$ cat src/rtl/hs_tx_pkg.sv
`timescale 1ns/1ps
package hs_tx_pkg;
    typedef enum logic [1:0] {
        ST_IDLE,
        ST_SYNC,
        ST_DATA,
        ST_EOP
    } tx_state_e;
endpackage

$ cat src/rtl/hs_tx_ctrl.sv
`timescale 1ns/1ps
// Packet sequencer: sync, byte shifting with stuffing, end-of-packet run.
module hs_tx_ctrl
    import hs_tx_pkg::*;
#(
    parameter int DW        = 8,
    parameter int SYNC_BITS = 32,
    parameter int EOP_SHORT = 8,
    parameter int EOP_LONG  = 40,
    parameter int DISC_BIT  = 32,
    parameter int STUFF_RUN = 6
) (
    input  logic          clk,
    input  logic          rst_n,
    input  logic          host_mode,
    input  logic          sof_pkt,
    input  logic          tx_valid,
    input  logic [DW-1:0] tx_data,
    output logic          tx_ready,
    output logic          emit,
    output logic          tx_bit,
    output logic          disc_pick
);
    localparam int CNT_MAX = (SYNC_BITS > EOP_LONG) ? SYNC_BITS : EOP_LONG;
    localparam int CW = $clog2(CNT_MAX);
    localparam int IW = $clog2(DW);
    localparam int OW = $clog2(STUFF_RUN + 1);
    localparam logic [CW-1:0] SYNC_LAST  = CW'(SYNC_BITS - 1);
    localparam logic [CW-1:0] SHORT_LAST = CW'(EOP_SHORT - 1);
    localparam logic [CW-1:0] LONG_LAST  = CW'(EOP_LONG - 1);
    localparam logic [CW-1:0] PICK_POS   = CW'(DISC_BIT - 1);
    localparam logic [IW-1:0] IDX_LAST   = IW'(DW - 1);
    localparam logic [OW-1:0] STUFF_LIM  = OW'(STUFF_RUN);

    typedef struct packed {
        tx_state_e     state;
        logic [CW-1:0] cnt;
        logic [IW-1:0] idx;
        logic [DW-1:0] shreg;
        logic [OW-1:0] ones;
        logic          long_eop;
    } ctrl_regs_t;

    ctrl_regs_t r_q, r_d;
    logic [CW-1:0] eop_last;

    always_comb begin
        r_d       = r_q;
        emit      = 1'b0;
        tx_bit    = 1'b1;
        tx_ready  = 1'b0;
        disc_pick = 1'b0;
        eop_last  = r_q.long_eop ? LONG_LAST : SHORT_LAST;
        unique case (r_q.state)
            ST_IDLE: begin
                if (tx_valid) begin
                    r_d.state    = ST_SYNC;
                    r_d.cnt      = '0;
                    r_d.ones     = '0;
                    r_d.long_eop = host_mode & sof_pkt;
                end
            end
            ST_SYNC: begin
                emit     = 1'b1;
                tx_bit   = (r_q.cnt == SYNC_LAST);
                r_d.ones = tx_bit ? r_q.ones + OW'(1) : '0;
                if (r_q.cnt == SYNC_LAST) begin
                    tx_ready = tx_valid;
                    if (tx_valid) begin
                        r_d.shreg = tx_data;
                        r_d.idx   = '0;
                        r_d.state = ST_DATA;
                    end else begin
                        r_d.cnt   = '0;
                        r_d.state = ST_EOP;
                    end
                end else begin
                    r_d.cnt = r_q.cnt + CW'(1);
                end
            end
            ST_DATA: begin
                emit = 1'b1;
                if (r_q.ones == STUFF_LIM) begin
                    tx_bit   = 1'b0;
                    r_d.ones = '0;
                end else begin
                    tx_bit   = r_q.shreg[r_q.idx];
                    r_d.ones = tx_bit ? r_q.ones + OW'(1) : '0;
                    if (r_q.idx == IDX_LAST) begin
                        tx_ready = tx_valid;
                        if (tx_valid) begin
                            r_d.shreg = tx_data;
                            r_d.idx   = '0;
                        end else begin
                            r_d.cnt   = '0;
                            r_d.state = ST_EOP;
                        end
                    end else begin
                        r_d.idx = r_q.idx + IW'(1);
                    end
                end
            end
            ST_EOP: begin
                emit      = 1'b1;
                tx_bit    = 1'b1;
                disc_pick = r_q.long_eop && (r_q.cnt == PICK_POS);
                if (r_q.cnt == eop_last) begin
                    r_d.state = ST_IDLE;
                end else begin
                    r_d.cnt = r_q.cnt + CW'(1);
                end
            end
            default: r_d.state = ST_IDLE;
        endcase
    end

    always_ff @(posedge clk) begin
        if (!rst_n) begin
            r_q <= '{state: ST_IDLE, cnt: '0, idx: '0, shreg: '0, ones: '0, long_eop: 1'b0};
        end else begin
            r_q <= r_d;
        end
    end

    AST_NO_READY_AFTER_END: assert property (@(posedge clk) disable iff (!rst_n)
        (r_q.state == ST_EOP || r_q.state == ST_IDLE) |-> !tx_ready);
    AST_RUN_BOUNDED: assert property (@(posedge clk) disable iff (!rst_n)
        r_q.ones <= STUFF_LIM);
    AST_PICK_LONG_ONLY: assert property (@(posedge clk) disable iff (!rst_n)
        disc_pick |-> (r_q.long_eop && r_q.state == ST_EOP));
endmodule

$ cat src/rtl/hs_tx_nrzi.sv
`timescale 1ns/1ps
// NRZI line encoder with registered output enable.
module hs_tx_nrzi (
    input  logic clk,
    input  logic rst_n,
    input  logic emit,
    input  logic tx_bit,
    output logic line_out,
    output logic line_oe
);
    typedef struct packed {
        logic line;
        logic oe;
    } nrzi_regs_t;

    nrzi_regs_t n_q, n_d;

    always_comb begin
        n_d.oe   = emit;
        n_d.line = emit ? (tx_bit ? n_q.line : ~n_q.line) : 1'b1;
    end

    always_ff @(posedge clk) begin
        if (!rst_n) begin
            n_q <= '{line: 1'b1, oe: 1'b0};
        end else begin
            n_q <= n_d;
        end
    end

    assign line_out = n_q.line;
    assign line_oe  = n_q.oe;

    AST_HOLD_ON_ONE: assert property (@(posedge clk) disable iff (!rst_n)
        (emit && tx_bit) |=> (n_q.line == $past(n_q.line)));
    AST_FLIP_ON_ZERO: assert property (@(posedge clk) disable iff (!rst_n)
        (emit && !tx_bit) |=> (n_q.line != $past(n_q.line)));
    AST_IDLE_IS_J: assert property (@(posedge clk) disable iff (!rst_n)
        !n_q.oe |-> n_q.line);
endmodule

$ cat src/rtl/hs_tx_disc.sv
`timescale 1ns/1ps
// Disconnect sample strobe and sticky flag.
module hs_tx_disc (
    input  logic clk,
    input  logic rst_n,
    input  logic disc_pick,
    input  logic disc_in,
    input  logic disc_clear,
    output logic disc_strobe,
    output logic disc_flag
);
    typedef struct packed {
        logic strobe;
        logic flag;
    } disc_regs_t;

    disc_regs_t d_q, d_d;

    always_comb begin
        d_d.strobe = disc_pick;
        if (disc_clear) begin
            d_d.flag = 1'b0;
        end else begin
            d_d.flag = d_q.flag | (d_q.strobe & disc_in);
        end
    end

    always_ff @(posedge clk) begin
        if (!rst_n) begin
            d_q <= '{strobe: 1'b0, flag: 1'b0};
        end else begin
            d_q <= d_d;
        end
    end

    assign disc_strobe = d_q.strobe;
    assign disc_flag   = d_q.flag;

    AST_FLAG_STICKY: assert property (@(posedge clk) disable iff (!rst_n)
        (d_q.flag && !disc_clear) |=> d_q.flag);
    AST_STROBE_SINGLE: assert property (@(posedge clk) disable iff (!rst_n)
        d_q.strobe |=> !d_q.strobe);
    AST_FLAG_NEEDS_SAMPLE: assert property (@(posedge clk) disable iff (!rst_n)
        (!d_q.flag && !(d_q.strobe && disc_in)) |=> !d_q.flag);
endmodule

$ cat src/rtl/hs_tx_serializer.sv
`timescale 1ns/1ps
// High-speed transmit serializer top.
module hs_tx_serializer #(
    parameter int DW        = 8,
    parameter int SYNC_BITS = 32,
    parameter int EOP_SHORT = 8,
    parameter int EOP_LONG  = 40,
    parameter int DISC_BIT  = 32,
    parameter int STUFF_RUN = 6
) (
    input  logic          clk,
    input  logic          rst_n,
    input  logic          host_mode,
    input  logic          sof_pkt,
    input  logic          tx_valid,
    input  logic [DW-1:0] tx_data,
    output logic          tx_ready,
    output logic          line_out,
    output logic          line_oe,
    input  logic          disc_in,
    input  logic          disc_clear,
    output logic          disc_strobe,
    output logic          disc_flag
);
    logic emit_w;
    logic bit_w;
    logic pick_w;

    hs_tx_ctrl #(
        .DW(DW), .SYNC_BITS(SYNC_BITS), .EOP_SHORT(EOP_SHORT),
        .EOP_LONG(EOP_LONG), .DISC_BIT(DISC_BIT), .STUFF_RUN(STUFF_RUN)
    ) u_ctrl (
        .clk(clk), .rst_n(rst_n), .host_mode(host_mode), .sof_pkt(sof_pkt),
        .tx_valid(tx_valid), .tx_data(tx_data), .tx_ready(tx_ready),
        .emit(emit_w), .tx_bit(bit_w), .disc_pick(pick_w)
    );

    hs_tx_nrzi u_nrzi (
        .clk(clk), .rst_n(rst_n), .emit(emit_w), .tx_bit(bit_w),
        .line_out(line_out), .line_oe(line_oe)
    );

    hs_tx_disc u_disc (
        .clk(clk), .rst_n(rst_n), .disc_pick(pick_w), .disc_in(disc_in),
        .disc_clear(disc_clear), .disc_strobe(disc_strobe), .disc_flag(disc_flag)
    );
endmodule

$ cat config.mk
export PLATFORM = sky130hd
export DESIGN_NAME = hs_tx_serializer
export DESIGN_NICKNAME = d
export VERILOG_FILES = /design/src/rtl/hs_tx_pkg.sv /design/src/rtl/hs_tx_ctrl.sv /design/src/rtl/hs_tx_nrzi.sv /design/src/rtl/hs_tx_disc.sv /design/src/rtl/hs_tx_serializer.sv
export SDC_FILE = /design/constraint.sdc
export NUM_CORES = 1
export LEC_CHECK = 0
export ABC_AREA = 0
export ABC_CLOCK_PERIOD_IN_PS = 3000
export BUFFER_PORTS_ARGS = -buffer_cell sky130_fd_sc_hd__buf_2
export CAP_MARGIN = 20
export CORE_ASPECT_RATIO = 1.4
export CORE_UTILIZATION = 49
export DETAILED_ROUTE_END_ITERATION = 8
export PLACE_DENSITY = 0.72
export REMOVE_ABC_BUFFERS = 1
export SYNTH_ARGS = -nofsm -noshare
export SYNTH_HDL_FRONTEND = slang
export SYNTH_SLANG_ARGS = --single-unit
export TNS_END_PERCENT = 20
$ cat constraint.sdc
create_clock -name clk -period 3 [get_ports clk]
set_input_delay 0.3 -clock clk [delete_from_list [all_inputs] [get_ports clk]]
set_output_delay 0.3 -clock clk [all_outputs]
set_load 0.03 [all_outputs]
### Yosys cells after proc, flatten, opt, wreduce, memory -nomap -nowiden

Cells that the tools add are included.

| operators by class | value |
|---|---|
| reductions and logical operators | 14 |
| divide/modulo/power cells | 0 |
| magnitude comparators | 1 |
| add/subtract/negate cells | 3 |
| equal/unequal tests | 15 |
| multiply operators | 0 |
| bitwise operators | 5 |
| muxes and demuxes | 31 |
| shift operators | 0 |

Operator list:

| kind | count |
|---|---|
| $mux W8 | 4 |
| $pmux W8 S4 | 1 |
| $mux W6 | 4 |
| $mux W11 | 2 |
| $pmux W11 S2 | 1 |
| $mux W19 | 1 |
| $mux W3 | 4 |
| $reduce_and A6 Y1 | 2 |
| $pmux W3 S3 | 1 |
| $ne A2 B2 Y1 const B | 4 |
| $reduce_and A2 Y1 | 4 |
| $mux W1 | 7 |
| $add A3 B1 Y3 const B | 2 |
| $add A6 B1 Y6 const B | 1 |
| $eq A3 B3 Y1 const B | 2 |
| $eq A6 B5 Y1 const B | 1 |
| $eq A6 B6 Y1 | 1 |
| $ne A2 B1 Y1 const B | 3 |
| $eq A2 B2 Y1 const B | 2 |
| $lt A3 B4 Y1 const B | 1 |
| $mux W2 | 2 |
| $mux W4 | 1 |
| $pmux W1 S2 | 2 |
| $reduce_and A4 Y1 | 1 |
| other kinds (13) | 15 |

| word-level totals | value |
|---|---|
| logic and storage cells | 79 |
| output and inout port bits | 5 |
| memories | 0 |
| input port bits | 15 |
| ROM bits | 0 |
| bits in writable memories | 0 |
| register bits | 27 |
| latch bits | 0 |

### Longest topological paths before layout

| logic depth | value |
|---|---|
| depth after elaboration | 5 |
| mapped depth | 7 |
| mapped depth without buffers | 7 |

### By module

A second synthesis with hierarchy kept.

| second synthesis, totals | value |
|---|---|
| cells, all modules | 165 |
| area, all modules | 1550.2 µm² |

Modules (own cells, without submodules):

| module | area an instance (µm²) | sequential area each (µm²) | cells each | times used |
|---|---|---|---|---|
| hs_tx_ctrl | 1427.6 | 460.4 | 155 | 1 |
| hs_tx_disc | 63.8 | 40.0 | 5 | 1 |
| hs_tx_nrzi | 58.8 | 40.0 | 5 | 1 |

### Worst setup path before layout

No wires, ideal clock.

| path | value |
|---|---|
| path type | register to register |
| start point | reg u_ctrl.r_q[21] (netlist name) |
| end point | reg u_ctrl.r_q[10] (netlist name) |
| buffers on the path | 0 |
| period minus slack after synthesis | 1851 ps |
| arrival | 1723 ps |
| required time | 2872 ps |
| library setup time | 128 ps |
| path slack | 1149 ps |
| stages on the path, launching flop included | 8 |
| cells stage by stage | dfxtp_1 inv_1 ha_1 a21bo_2 nor2_1 o211ai_2 mux2i_1 nor2_1 |

| between the ends | value |
|---|---|
| cells in the longest elaborated chain, start to end | 3 |
| elaborated cells between the ends (all ways) | 8 |
| classes of those cells | eq/ne: 5; mux: 1; reduce/logical: 2 |

RTL lines:

| item | line | source |
|---|---|---|
| start, declared | hs_tx_ctrl.sv:44 | `ctrl_regs_t r_q, r_d;` |
| start signal, assigned | hs_tx_ctrl.sv:119 | `r_q <= '{state: ST_IDLE, cnt: '0, idx: '0, shreg: '0, ones: '0, long_eop: 1'b0};` |
| start signal, assigned | hs_tx_ctrl.sv:121 | `r_q <= r_d;` |
| $eq A2 B2 Y1 or $eq A2 B1 Y1 (tied branches) | hs_tx_ctrl.sv:54 | `unique case (r_q.state)` |
| $ne A2 B2 Y1 (no source line), or another cell as far along | -- |  |
| $reduce_and A4 Y1 (no source line) | -- |  |

Several ways; a longest one is shown, not always the timed one.
A chain may end at the register's enable or synchronous reset.

### Worst setup path in the final report

| path | value |
|---|---|
| start point | reg u_ctrl.r_q[21] (netlist name) |
| end point | out tx_ready |

| between the ends | value |
|---|---|
| cells in the longest elaborated chain, start to end | 2 |
| elaborated cells between the ends (all ways) | 3 |
| classes of those cells | eq/ne: 2; mux: 1 |

RTL lines:

| item | line | source |
|---|---|---|
| $eq A2 B2 Y1 or $eq A2 B1 Y1 (tied branches) | hs_tx_ctrl.sv:54 |  |
| $pmux W1 S2 * | hs_tx_ctrl.sv:54 |  |
| end, declared | hs_tx_serializer.sv:17 | `output logic tx_ready,` |

Mark *: on every way between the ends. The rest lies on a longest branch, timed or not.

==> impl_metrics.ini <==
[outcome]
outcome = finished clean

[grt]
grt_use_total_pct = 20.9
overflow = 0
antenna_found_initial = 0
grt_pass1_vias = 1240
grt_pass1_wl_mm = 5.32
grt_max_degree = 23

[timing]
tightestPinTransition_ns = 0.676
fmax_mhz = 465
max-slew-margin-rel_pct = 54.9
period_share_pct = 71.7
setup_tns_ns = 0
report.final.slew_viol_count = 0
post-route-min-period_ns = 2.15
setup_viol = 0
hold_slack_ns = 0.185
finClkSkew_ns = 0.00187
hold_viol_final = 0
rsz0062_at_grt = false

[finish]
layout_commonest_cell = dfxtp_1
final_layout_size_suffix_gt1_share_pct = 17.0
diodes = 0
nNetsFinal = 215
area_growth_pct = 10.6
layout_common_cells = dfxtp_1, nor2_1, buf_2, mux2i_1, ha_1

[floorplanning]
start_util_pct = 52.4
die-area_sq_um = 3370
fp.dieH_um = 68.3
core_sq_um = 2940
row_count = 23
fp.dieW_um = 49.4
io_pins = 20

[yosys]
synth-seq-cells = 27
ys_warn_count = 0
syn_area_per_cell_sq_um = 9.05
mappedNetlistArea_sq_um = 1540
ys_seq_area_share_pct = 35.1
synth.distinct_cells = 45
synthCells = 170

[worst_setup_path]
crit_family = compound AO/OA/AOI/OAI gates
r2r_slack_ns = 0.89
crit_arrival_ns = 1.85
rr_worst_depth = 7
cp_num_buf_inv = 2
r2r-start = u_ctrl.r_q[21]
crit_required_ns = 2.70
crit_chain = inv_1 -> ha_1 -> a21bo_2 -> nor2_1 -> o211a_1 -> buf_2
crit_path_max_fanout = 6
critPathSlowestCell = dfxtp_1
crit_type = register to primary output
critPathCaptureType = primary output
reg2reg_to = u_ctrl.r_q[4]
cp-start-kind = register
critPathMaxStageDelay_ns = 0.37

[min_path]
hold_path_depth = 2
min-delay-start = disc_clear
hold_path_end = u_disc.disc_flag
hp-class = input pin to register

[pwr]
p_switching_mw = 0.404
clkPwrFrac_pct = 19.3
p_per_area_nw_per_um2 = 625
vdd_drop_max_uv = 285
p_leak_nw = 0.724
total_power_mw = 1.06
p_seq_share_pct = 40.5
internal_power_mw = 0.659
sw_frac_of_total_pct = 38.0
p_comb_share_pct = 40.2

[placement]
port-buffer-count = 19
gp_congestion = 0.836
dp_hpwl_mm = 2.43

[detailed_routing]
drc = 0
dr.first_iter.drc_count = 34
viasPerCell = 5.90
routedWlPerCell_um = 14.5
final_antenna_net_count = 0
drt-total-wl_mm = 3.27
route.vias.total = 1327
dr.pass1.iters = 4

[clock_tree]
ctsHoldBuffers = 0
cts_setup_buffers = 0
numCtsBuffers = 3
cts_buffer_depth = 2
cts.repair.resized = 0
clock_latency_ns = 0.27
root_buffer = clkbuf_8
cts_sinks = 27
htreeDepth = 1
cts.clk_slew.worst_paths_ns = 0.09
cts_tree = built

[job]
cap_violations = 0
sequential cells by signal, indices dropped and copies added (netlist names):
register,count
u_disc.disc_strobe,1
u_disc.disc_flag,1
u_nrzi.line_out,1
u_ctrl.r_q,23
u_nrzi.line_oe,1
cells by family (layout without fill, tap and decap cells):
logic type	count (synthesis)	after routing	synth area share, %
fa+ha+maj	11	11	8.94
compound gates	35	35	17.0
flops	27	27	35.1
simple gates	69	69	25.4
mux	14	14	9.11
buf+inv	12	30	3.25
xor+xnor	2	2	1.14
worst reg2reg max path, cell delays in order, from the launching register on:
cell and delay [ns]:
dfxtp_1 0.43, inv_1 0.12, ha_1 0.29, a21bo_2 0.27
nor2_1 0.07, o211ai_2 0.48, mux2i_1 0.26, nor2_1 0.05
worst max path at each step:
stage                        start        endpoint  cells past startpoint
CTS                 u_ctrl.r_q[21]        tx_ready                      6
floorplan           u_ctrl.r_q[21]  u_ctrl.r_q[10]                      7
detailed placement  u_ctrl.r_q[21]   u_ctrl.r_q[4]                      7
global placement    u_ctrl.r_q[21]   u_ctrl.r_q[4]                      7
global route        u_ctrl.r_q[21]        tx_ready                      6
finish              u_ctrl.r_q[21]        tx_ready                      6
area by class of cell:
cell class | instances | area [sq um]
clock buffers | 4 | 45.0
inverters | 7 | 26.3
repair buffers | 19 | 95.1
fillers | 294 | 1230
multi-input cells | 131 | 948
flip-flops and latches | 27 | 541
well taps | 37 | 46.3
stage by stage:
| step | area (sq um) | setup WS, ns | utilization (%) | cells |
|---|---|---|---|---|
| after global placement | 1660 | 0.944 | 56.4 | 221 |
| final | 1700 | 0.848 | 58.0 | 225 |
| after detailed placement | 1660 | 0.898 | 56.4 | 221 |
| after global routing | 1700 | 0.704 | 58.0 | 225 |
| after floorplan | 1520 | 1.14 | - | 165 |
| after CTS | 1700 | 0.831 | 58.0 | 225 |
per-layer routing:
metal | share of wire (%) | vias to the layer above | GRT usage, %
li1 | - | 646 | -
met1 | 39 | 648 | 19.1
met2 | 55 | 25 | 43.5
met3 | 3.3 | 8 | 3.33
met4 | 2.4 | 0 | 11.4
met5 | 0 | - | 0
power by group through the flow:
| stage | clock network [mW] | registers, mW | logic (mW) |
|---|---|---|---|
| 6_report | 0.205 | 0.431 | 0.428 |
| 5_1_grt | 0.226 | 0.438 | 0.468 |
| 4_1_cts | 0.215 | 0.431 | 0.427 |
| 3_5_place_dp | 0 | 0.440 | 0.422 |
| 3_3_place_gp | 0 | 0.438 | 0.414 |
| 2_1_floorplan | 0 | 0.448 | 0.315 |
cell usage after synthesis (all sizes together):
master	count	area share, %
xnor2	2	1.1
mux2i	14	9.1
nor4	1	0.41
a32oi	1	0.57
nor2b	6	2.4
o21bai	2	0.98
o31ai	2	1.9
o211a	1	0.65
and3	3	1.2
dfxtp	27	35
nor3	2	0.65
or3	6	2.4
nand4b	1	0.57
nand2	8	2.0
and4bb	1	0.81
nand3	7	2.9
nor3b	1	0.49
o211ai	2	1.3
o21ai	6	2.2
nand3b	1	0.49
or3b	1	0.57
nor4b	1	0.57
a21oi	10	3.3
a211oi	1	0.81
a22oi	3	1.5
o22ai	1	0.41
a21bo	2	1.3
nand2b	4	1.6
nand4	5	3.0
o41ai	1	0.57
nor2	20	4.9
inv	7	1.7
o2bb2ai	1	0.57
a21o	1	0.49
clkbuf	3	0.73
buf	2	0.81
ha	11	8.9
and2	1	0.41
a311oi	1	0.57
(Power assumes the default switching activity.)
